--- src/rtl/ubank_pkg.sv ---
package ubank_pkg;

    typedef enum logic [1:0] {
        BANK_GEN = 2'd0,
        BANK_DIV = 2'd1,
        BANK_ENH = 2'd2
    } bank_e;

    typedef struct packed {
        logic lcr;
        logic gen;
        logic dll;
        logic dlh;
        logic frac;
        logic efr;
    } hit_t;

endpackage

--- src/rtl/ubank_fsm.sv ---
module ubank_fsm
    import ubank_pkg::*;
#(
    parameter int               ADDR_W    = 3,
    parameter int               DATA_W    = 8,
    parameter logic [DATA_W-1:0] MAGIC_LCR = 8'hBF
) (
    input  logic              clk,
    input  logic              rst_n,
    input  logic [ADDR_W-1:0] addr,
    input  logic [DATA_W-1:0] wdata,
    input  logic              we,
    output bank_e             bank,
    output hit_t              hit
);
    localparam logic [ADDR_W-1:0] OFF_0   = ADDR_W'(0);
    localparam logic [ADDR_W-1:0] OFF_1   = ADDR_W'(1);
    localparam logic [ADDR_W-1:0] OFF_2   = ADDR_W'(2);
    localparam logic [ADDR_W-1:0] OFF_LCR = ADDR_W'(3);

    bank_e state, next_state, target;
    logic  lcr_wr;

    assign lcr_wr = we && (addr == OFF_LCR);
    assign bank   = state;

    always_comb begin
        if (wdata == MAGIC_LCR)        target = BANK_ENH;
        else if (wdata[DATA_W-1])      target = BANK_DIV;
        else                           target = BANK_GEN;
    end

    // state register
    always_ff @(posedge clk) begin
        if (!rst_n) state <= BANK_GEN;
        else        state <= next_state;
    end

    // transitions: to_enh, to_div, to_gen, hold
    always_comb begin
        next_state = state;
        unique case (state)
            BANK_GEN: if (lcr_wr && target != BANK_GEN) next_state = target;
            BANK_DIV: if (lcr_wr && target != BANK_DIV) next_state = target;
            BANK_ENH: if (lcr_wr && target != BANK_ENH) next_state = target;
            default:  next_state = BANK_GEN;
        endcase
    end

    // outputs: one select per register
    always_comb begin
        hit     = '0;
        hit.lcr = (addr == OFF_LCR);
        unique case (state)
            BANK_GEN: hit.gen = (addr < OFF_LCR);
            BANK_DIV: begin
                hit.dll  = (addr == OFF_0);
                hit.dlh  = (addr == OFF_1);
                hit.frac = (addr == OFF_2);
            end
            BANK_ENH: hit.efr = (addr == OFF_2);
            default:  hit     = '0;
        endcase
    end
endmodule

--- src/rtl/ubank_regs.sv ---
module ubank_regs
    import ubank_pkg::*;
#(
    parameter int DATA_W = 8,
    parameter int FRAC_W = 4
) (
    input  logic                clk,
    input  logic                rst_n,
    input  logic                we,
    input  logic [DATA_W-1:0]   wdata,
    input  hit_t                hit,
    output logic [DATA_W-1:0]   lcr,
    output logic [DATA_W-1:0]   dll,
    output logic [DATA_W-1:0]   dlh,
    output logic [FRAC_W+1:0]   frac_reg,
    output logic [DATA_W-1:0]   efr
);
    logic [1:0] mode_in;

    // an illegal pair of mode bits falls back to 16x
    assign mode_in = (&wdata[FRAC_W+1:FRAC_W]) ? 2'b00 : wdata[FRAC_W+1:FRAC_W];

    always_ff @(posedge clk) begin
        if (!rst_n) begin
            lcr      <= '0;
            dll      <= '0;
            dlh      <= '0;
            frac_reg <= '0;
            efr      <= '0;
        end else if (we) begin
            if (hit.lcr)  lcr      <= wdata;
            if (hit.dll)  dll      <= wdata;
            if (hit.dlh)  dlh      <= wdata;
            if (hit.frac) frac_reg <= {mode_in, wdata[FRAC_W-1:0]};
            if (hit.efr)  efr      <= wdata;
        end
    end
endmodule

--- src/rtl/ubank_top.sv ---
module ubank_top
    import ubank_pkg::*;
#(
    parameter int                ADDR_W    = 3,
    parameter int                DATA_W    = 8,
    parameter int                FRAC_W    = 4,
    parameter logic [DATA_W-1:0] MAGIC_LCR = 8'hBF
) (
    input  logic                  clk,
    input  logic                  rst_n,
    input  logic [ADDR_W-1:0]     bus_addr,
    input  logic [DATA_W-1:0]     bus_wdata,
    input  logic                  bus_we,
    input  logic                  bus_re,
    output logic [DATA_W-1:0]     bus_rdata,
    output logic                  gen_we,
    output logic                  gen_re,
    output logic [1:0]            gen_addr,
    output logic [DATA_W-1:0]     gen_wdata,
    input  logic [DATA_W-1:0]     gen_rdata,
    output logic [2*DATA_W-1:0]   div_value,
    output logic [FRAC_W-1:0]     frac_value,
    output logic [1:0]            sample_mode,
    output logic [DATA_W-1:0]     feat_value,
    output logic [DATA_W-1:0]     line_ctrl
);
    localparam int PAD_W = DATA_W - FRAC_W - 2;

    bank_e               bank;
    hit_t                hit;
    logic [DATA_W-1:0]   lcr, dll, dlh, efr;
    logic [FRAC_W+1:0]   frac_reg;

    ubank_fsm #(.ADDR_W(ADDR_W), .DATA_W(DATA_W), .MAGIC_LCR(MAGIC_LCR)) i_fsm (
        .clk(clk), .rst_n(rst_n), .addr(bus_addr), .wdata(bus_wdata),
        .we(bus_we), .bank(bank), .hit(hit)
    );

    ubank_regs #(.DATA_W(DATA_W), .FRAC_W(FRAC_W)) i_regs (
        .clk(clk), .rst_n(rst_n), .we(bus_we), .wdata(bus_wdata), .hit(hit),
        .lcr(lcr), .dll(dll), .dlh(dlh), .frac_reg(frac_reg), .efr(efr)
    );

    always_comb begin
        bus_rdata = '0;
        if (bus_re) begin
            if (hit.lcr)       bus_rdata = lcr;
            else if (hit.gen)  bus_rdata = gen_rdata;
            else if (hit.dll)  bus_rdata = dll;
            else if (hit.dlh)  bus_rdata = dlh;
            else if (hit.frac) bus_rdata = {{PAD_W{1'b0}}, frac_reg};
            else if (hit.efr)  bus_rdata = efr;
        end
    end

    assign gen_we      = bus_we && hit.gen;
    assign gen_re      = bus_re && hit.gen;
    assign gen_addr    = bus_addr[1:0];
    assign gen_wdata   = bus_wdata;
    assign div_value   = {dlh, dll};
    assign frac_value  = frac_reg[FRAC_W-1:0];
    assign sample_mode = frac_reg[FRAC_W+1:FRAC_W];
    assign feat_value  = efr;
    assign line_ctrl   = lcr;
endmodule

--- config.mk ---
export PLATFORM = sky130hd
export DESIGN_NAME = ubank_top
export DESIGN_NICKNAME = d
export VERILOG_FILES = /design/src/rtl/ubank_pkg.sv /design/src/rtl/ubank_fsm.sv /design/src/rtl/ubank_regs.sv /design/src/rtl/ubank_top.sv
export SDC_FILE = /design/constraint.sdc
export NUM_CORES = 1
export LEC_CHECK = 0
export ABC_AREA = 1
export BUFFER_PORTS_ARGS = -buffer_cell sky130_fd_sc_hd__buf_2
export CORE_MARGIN = 2
export CORE_UTILIZATION = 51
export CTS_CLUSTER_DIAMETER = 120
export CTS_CLUSTER_SIZE = 30
export DETAILED_ROUTE_END_ITERATION = 10
export PLACE_DENSITY_LB_ADDON = 0.3
export SLEW_MARGIN = 20
export SYNTH_ARGS = -nofsm -noshare
export SYNTH_HDL_FRONTEND = slang
export SYNTH_HIERARCHICAL = 1
export SYNTH_SLANG_ARGS = --single-unit
--- constraint.sdc ---
create_clock -name clk -period 2.2 [get_ports clk]
set_clock_uncertainty 0.05 [all_clocks]
set_input_delay 0 -clock clk [delete_from_list [all_inputs] [get_ports clk]]
set_output_delay 0 -clock clk [all_outputs]
set_load 0.02 [all_outputs]
==> results of run 1 <==
path summary, 6_finish.rpt:
| check | from | endpoint | slack, ns | cells after the start |
|---|---|---|---|---|
| setup / recovery | i_fsm/bank[0]$_SDFFE_PN0P_ | bus_rdata[1] | 0.17 | 10 |
| hold / removal | bus_wdata[1] | i_regs/dlh[1]$_SDFFE_PN0P_ | 0.01 | 3 |
| setup reg to reg | i_fsm/bank[0]$_SDFFE_PN0P_ | i_regs/dlh[5]$_SDFFE_PN0P_ | 0.39 | 9 |
| hold reg to reg | i_regs/dll[6]$_SDFFE_PN0P_ | i_regs/dll[6]$_SDFFE_PN0P_ | 0.48 | 4 |
per-layer routing:
layer,routed length [um],global-route usage (%)
met1,2950,30.0
met2,3320,43.3
met3,330,4.94
met4,67,7.68
met5,0,0
layout by cell type (no fill, tap or decap):
| cell | instances |
|---|---|
| a21oi_1 | 18 |
| a21oi_2 | 17 |
| buf_2 | 80 |
| buf_4 | 5 |
| buf_6 | 1 |
| bufinv_16 | 1 |
| clkbuf_1 | 1 |
| clkbuf_8 | 5 |
| clkinv_1 | 1 |
| clkinv_2 | 1 |
| dfxtp_1 | 40 |
| inv_1 | 61 |
| inv_2 | 9 |
| nand2_1 | 129 |
| nand3_1 | 9 |
| nand3_2 | 4 |
| nor2_1 | 85 |
| nor2_2 | 2 |
| nor2_4 | 1 |
| nor3_1 | 1 |
| nor4_1 | 1 |
| nor4_4 | 1 |
| o2111ai_1 | 1 |
| o21ai_0 | 8 |
worst reg2reg max path: stages (launching register included):
cell and delay, ns:
dfxtp_1 0.39, inv_1 0.09, nor2_1 0.15, inv_2 0.08
nor4_1 0.17, buf_4 0.22, nand2_1 0.30, nand2_1 0.15
nand2_1 0.06, nor2_1 0.10
per-stage QoR:
step	cell area, um^2	utilization, %	cells
after global routing	2940	62.3	549
after CTS	2930	62.0	549
after global placement	2820	59.7	541
final	2940	62.3	549
after detailed placement	2820	59.7	541
after floorplan	2480	-	414
power by group:
part	internal, mW	total, mW	switching, mW
clock	0.337	0.586	0.250
combinational	0.0599	0.197	0.138
sequential	0.729	0.734	0.00484
final cells by class:
cell class                      count  area [um^2]  share of cell area, %
Clock buffer                        6         72.6                   2.47
Clock inverter                      2         35.0                   1.19
Inverter                           71          267                   9.06
Multi-Input combinational cell    277         1230                   41.9
Sequential cell                    40          801                   27.2
Tap cell                           67         83.8                   2.85
Timing Repair Buffer               86          449                   15.3
logic make-up after synthesis:
group,share of synthesized area (%)
AND/OR/NAND/NOR,37.4
buffers and inverters,18.7
AO/OA/AOI/OAI,11.6
flip-flops,32.2
what timing repair did:
item / CTS / global route
setup endpoints to repair: 0 / 5
setup buffers: 0 / 0
endpoints found under the hold margin: 0 / 0
gates resized for setup: 0 / 2
==> results by group, run 1 <==
Outcome
  • Status: complete, no violations

Drt
  • Final ANT Viol Nets: 0
  • Post-route DRC: 0
  • DR pass1 iterations: 5
  • Vias: about 2500
  • WL/cell: 12.1 um
  • DR vias/cell: approximately 4.6
  • Detailed router's first-iteration violation count: roughly 220
  • Post-Route WL: 6670 um

Yosys
  • Post-Syn Area: between 2000 and 2500 um^2
  • Cell taking the most area after synthesis: dfxtp_1
  • Syn Nets: ~440
  • Count leader, synth: nand2_1
  • Post-synth EDFFs: 0
  • Main synth FF type: dfxtp_1
  • Synth unique cells: 21
  • Syn_area_per_cell: ~6 um^2
  • Syn Inst Count: 414
  • Top cells by area, synth: dfxtp_1, nand2_1, nor2_1, inv_1, a21oi_2
  • Register area share after synthesis: about 32%
  • Post-synthesis register bit count: 40
  • Synth top cells by count: nand2_1, nor2_1, inv_1
  • Synth top area share: 32.2%
  • Synth Warn #: 6
  • Ys async rst share: 0%

Setup path
  • CP Launch Type: flop
  • Worst path max stage delay: 0.39 ns
  • Critical Path, Cell by Cell: inv_1 -> nor2_1 -> inv_2 -> nor4_4 -> buf_6 -> a21oi_1 -> nand2_1 -> nand2_1 -> a21oi_2 -> buf_2
  • CP Class: flop to output pin
  • Slowest CP cell: dfxtp_1
  • CP most frequent cell: nand2_1
  • Maximum fanout along the worst path: 16
  • CP arrival: slightly below 2 ns
  • Worst path top cell family by delay: buffers and inverters
  • Crit path buffers/inverters: 4
  • Setup crit end kind: output pin
  • Critical Path RT: between 2 and 2.5 ns

Timing
  • Least-Margin Pin Slew: between 0.7 and 0.8 ns
  • Final worst slack: ~0.17 ns
  • Final hold slack: ~0.015 ns
  • RSZ-0062 raised after global routing: false
  • Period utilization: roughly 92%
  • Max frequency: 492 MHz
  • Setup violators final: 0
  • Final Hold Vio Count: 0
  • Setup TNS: 0 ns
  • Fin. max-slew vios: 0
  • Slew headroom: 48.9%
  • Post-layout min period: 2.03 ns

Layout
  • Layout net count: between 500 and 600
  • # diodes: 0
  • Fill cells: 446
  • Layout Area Growth over Synthesis: 18.4%
  • Share of cells above drive strength 1: 26.3%

GRT
  • First-pass GRT wire length: ~10000 um
  • Total GRT Usage: between 20% and 30%
  • Initial antenna violation count: 0
  • GRT Residual Overflow: 0
  • Vias in the first global route: between 2000 and 2500
  • Largest net degree at the start of global routing: approximately 40

Die
  • Die footprint: roughly 5400 um^2
  • Die span in y: between 70 and 80 um
  • Initial core utilization: between 50 and 60%
  • Top-level I/O count: between 80 and 90
  • Die span in x: 73.8 um
  • Core ar.: around 4700 um^2
  • Row count: 25

Power and ir drop
  • Total Power: between 1.5 and 2 mW
  • PwrDens: 516 nW/um^2
  • Leak: around 1.7 nW
  • Max IR drop VDD: a little over 300 uV

CTS
  • CTS Buffer Depth: 2
  • Worst-skew pair later-pin latency: between 0.2 and 0.3 ns
  • H-tree Lvls: 2
  • Hold_buf cts: 0
  • Sink Count: 40
  • CTS tree: built
  • CTS root buffer: clkbuf_8
  • Cts bufs inserted: 5
  • Clock slew at reported path FFs: about 0.080 ns

Run
  • Max Cap Viol: 0

Place
  • Final HPWL DP: about 4800 um
  • Port bufs: 80
  • Dpl ws: between 0.4 and 0.5 ns
  • RD Place Congestion: 0.877

Hold path
  • Worst min-delay path class: input pin to flop
Note: power is estimated with default switching activity, not from simulation.
==> run 2: changes to the inputs <==
CORE_MARGIN = unset   (was 2)
==> results by group, run 2 (synthesized netlist as in run 1, its figures left out) <==
Outcome
  • Status: complete, no violations

CTS
  • Clock slew at reported path FFs: approximately 0.070 ns
  • CTS root buffer: clkbuf_8
  • H-tree Lvls: 2
  • Sink Count: 40
  • Cts bufs inserted: 5
  • CTS Buffer Depth: 2
  • Worst-skew pair later-pin latency: between 0.2 and 0.3 ns
  • CTS tree: built
  • Hold_buf cts: 0
  • Postcts setup bufs: 0

Die
  • Core ar.: between 4000 and 5000 um^2
  • Die span in y: ~70 um
  • Row count: 25
  • Die span in x: 71.8 um
  • Initial core utilization: roughly 53%
  • Top-level I/O count: between 80 and 90
  • Die footprint: between 5000 and 6000 um^2

Drt
  • DR vias/cell: around 4.8
  • Vias: ~2600
  • Final ANT Viol Nets: 0
  • Detailed router's first-iteration violation count: ~180
  • Post-Route WL: between 6000 and 7000 um
  • WL/cell: 12.2 um
  • DR pass1 iterations: 4
  • Post-route DRC: 0

Setup path
  • Worst R2R Path Depth: 9
  • R2R setup slack: ~0.36 ns
  • CP arrival: slightly below 2 ns
  • R2R Path Start: i_fsm/bank[0]$_SDFFE_PN0P_
  • Critical Path Source: i_fsm/bank[0]$_SDFFE_PN0P_
  • Worst Setup EP: bus_rdata[4]
  • CP Launch Type: flop
  • Maximum fanout along the worst path: 16
  • Critical Path RT: about 2.2 ns
  • CP Class: flop to output pin
  • RR Endpoint: i_regs/dlh[6]$_SDFFE_PN0P_
  • Setup crit end kind: output pin

Hold path
  • Hold depth: 3
  • Worst min-delay path class: input pin to flop

Layout
  • Commonest non-fill, non-tap cells in the layout: nand2_1, nor2_1, buf_2
  • # diodes: 0
  • Layout Area Growth over Synthesis: 17.3%
  • Most common cell after layout, fill and taps aside: nand2_1
  • Share of cells above drive strength 1: between 20% and 30%
  • Layout net count: 504
  • Fill cells: between 400 and 500

Power and ir drop
  • Total Power: between 1 and 1.5 mW
  • PwrDens: roughly 500 nW/um^2
  • Max IR drop VDD: approximately 310 uV
  • Leak: 1.67 nW

GRT
  • Total GRT Usage: approximately a quarter
  • Largest net degree at the start of global routing: between 40 and 50
  • Vias in the first global route: around 2200
  • First-pass GRT wire length: slightly above 10000 um
  • Initial antenna violation count: 0
  • GRT Residual Overflow: 0

Run
  • Max Cap Viol: 0

Place
  • Final HPWL DP: roughly 4800 um
  • RD Place Congestion: slightly below 1
  • Port bufs: 80

Timing
  • Post-layout min period: approximately 2.0 ns
  • Fin. max-slew vios: 0
  • Final Hold Vio Count: 0
  • Setup TNS: 0 ns
  • Least-Margin Pin Slew: between 0.7 and 0.8 ns
  • Max frequency: 497 MHz
  • Slew headroom: approximately half
  • Setup violators final: 0
  • RSZ-0062 raised after global routing: false
  • Period utilization: 91.4%
## run 2: cell types whose count changed in the layout (fill, tap and decap cells not counted)
cell	delta
clkbuf_1	-1
clkbuf_8	+2
clkinv_2	-1
bufinv_16	-1
## run 2: critical path, cell delays in order, from the launching register on
cell	delay, ns
dfxtp_1	0.39
inv_1	0.09
nor2_1	0.16
inv_2	0.08
nor4_4	0.19
buf_6	0.24
a21oi_1	0.07
nand2_1	0.08
nand2_1	0.07
a21oi_2	0.12
buf_2	0.17
## run 2: how the worst min path moves through the flow
| stage | start | endpoint | slack, ns |
|---|---|---|---|
| 2_1_floorplan | rst_n | i_fsm/bank[1]$_SDFFE_PN0P_ | 0.06 |
| 3_5_place_dp | bus_addr[0] | gen_addr[0] | 0.25 |
| 4_1_cts | bus_wdata[0] | i_regs/efr[0]$_SDFFE_PN0P_ | 0.004 |
| 3_3_place_gp | bus_addr[0] | gen_addr[0] | 0.24 |
| 5_1_grt | bus_wdata[0] | i_regs/efr[0]$_SDFFE_PN0P_ | 0.02 |
| 6_report | bus_wdata[0] | i_regs/efr[0]$_SDFFE_PN0P_ | 0.007 |
## run 2: cell type report
cell class              count  area, um^2  area share [%]
multi-input cells         277        1230            42.3
flip-flops and latches     40         801            27.5
repair buffers             86         449            15.4
inverters                  71         267            9.15
clock buffers               7        96.3            3.31
well taps                  54        67.6            2.32
## run 2: metal layers
metal	routed length [um]	global-route usage, %	part of all wire [%]	up-vias
met2	3150	43.3	48	73
met5	0	0	0	-
met1	2880	34.1	44	1131
met4	156	10.0	2.4	0
li1	-	-	-	1350
met3	367	4.36	5.6	12
## run 2: timing repair
item                                    in CTS  in global routing
endpoints found under the setup margin       0                  8
gates resized for setup                      0                  2
endpoints found under the hold margin        0                  0
## run 2: per-stage QoR
stage          std cells  utilization [%]  setup slack [ns]  instance area, um^2  hold WS [ns]
2_1_floorplan        414                -             0.473                 2480        0.0592
3_3_place_gp         528             59.8             0.480                 2800         0.243
3_5_place_dp         528             59.8             0.412                 2800         0.248
4_1_cts              535             61.8            0.0737                 2900       0.00370
5_1_grt              535             62.1           0.00258                 2910        0.0197
6_report             535             62.1             0.188                 2910       0.00655
## run 2: power by group
part | leakage [nW] | switching, mW | internal (mW)
clock | 0.0503 | 0.244 | 0.279
sequential | 0.323 | 0.00492 | 0.729
combinational | 1.29 | 0.136 | 0.0599
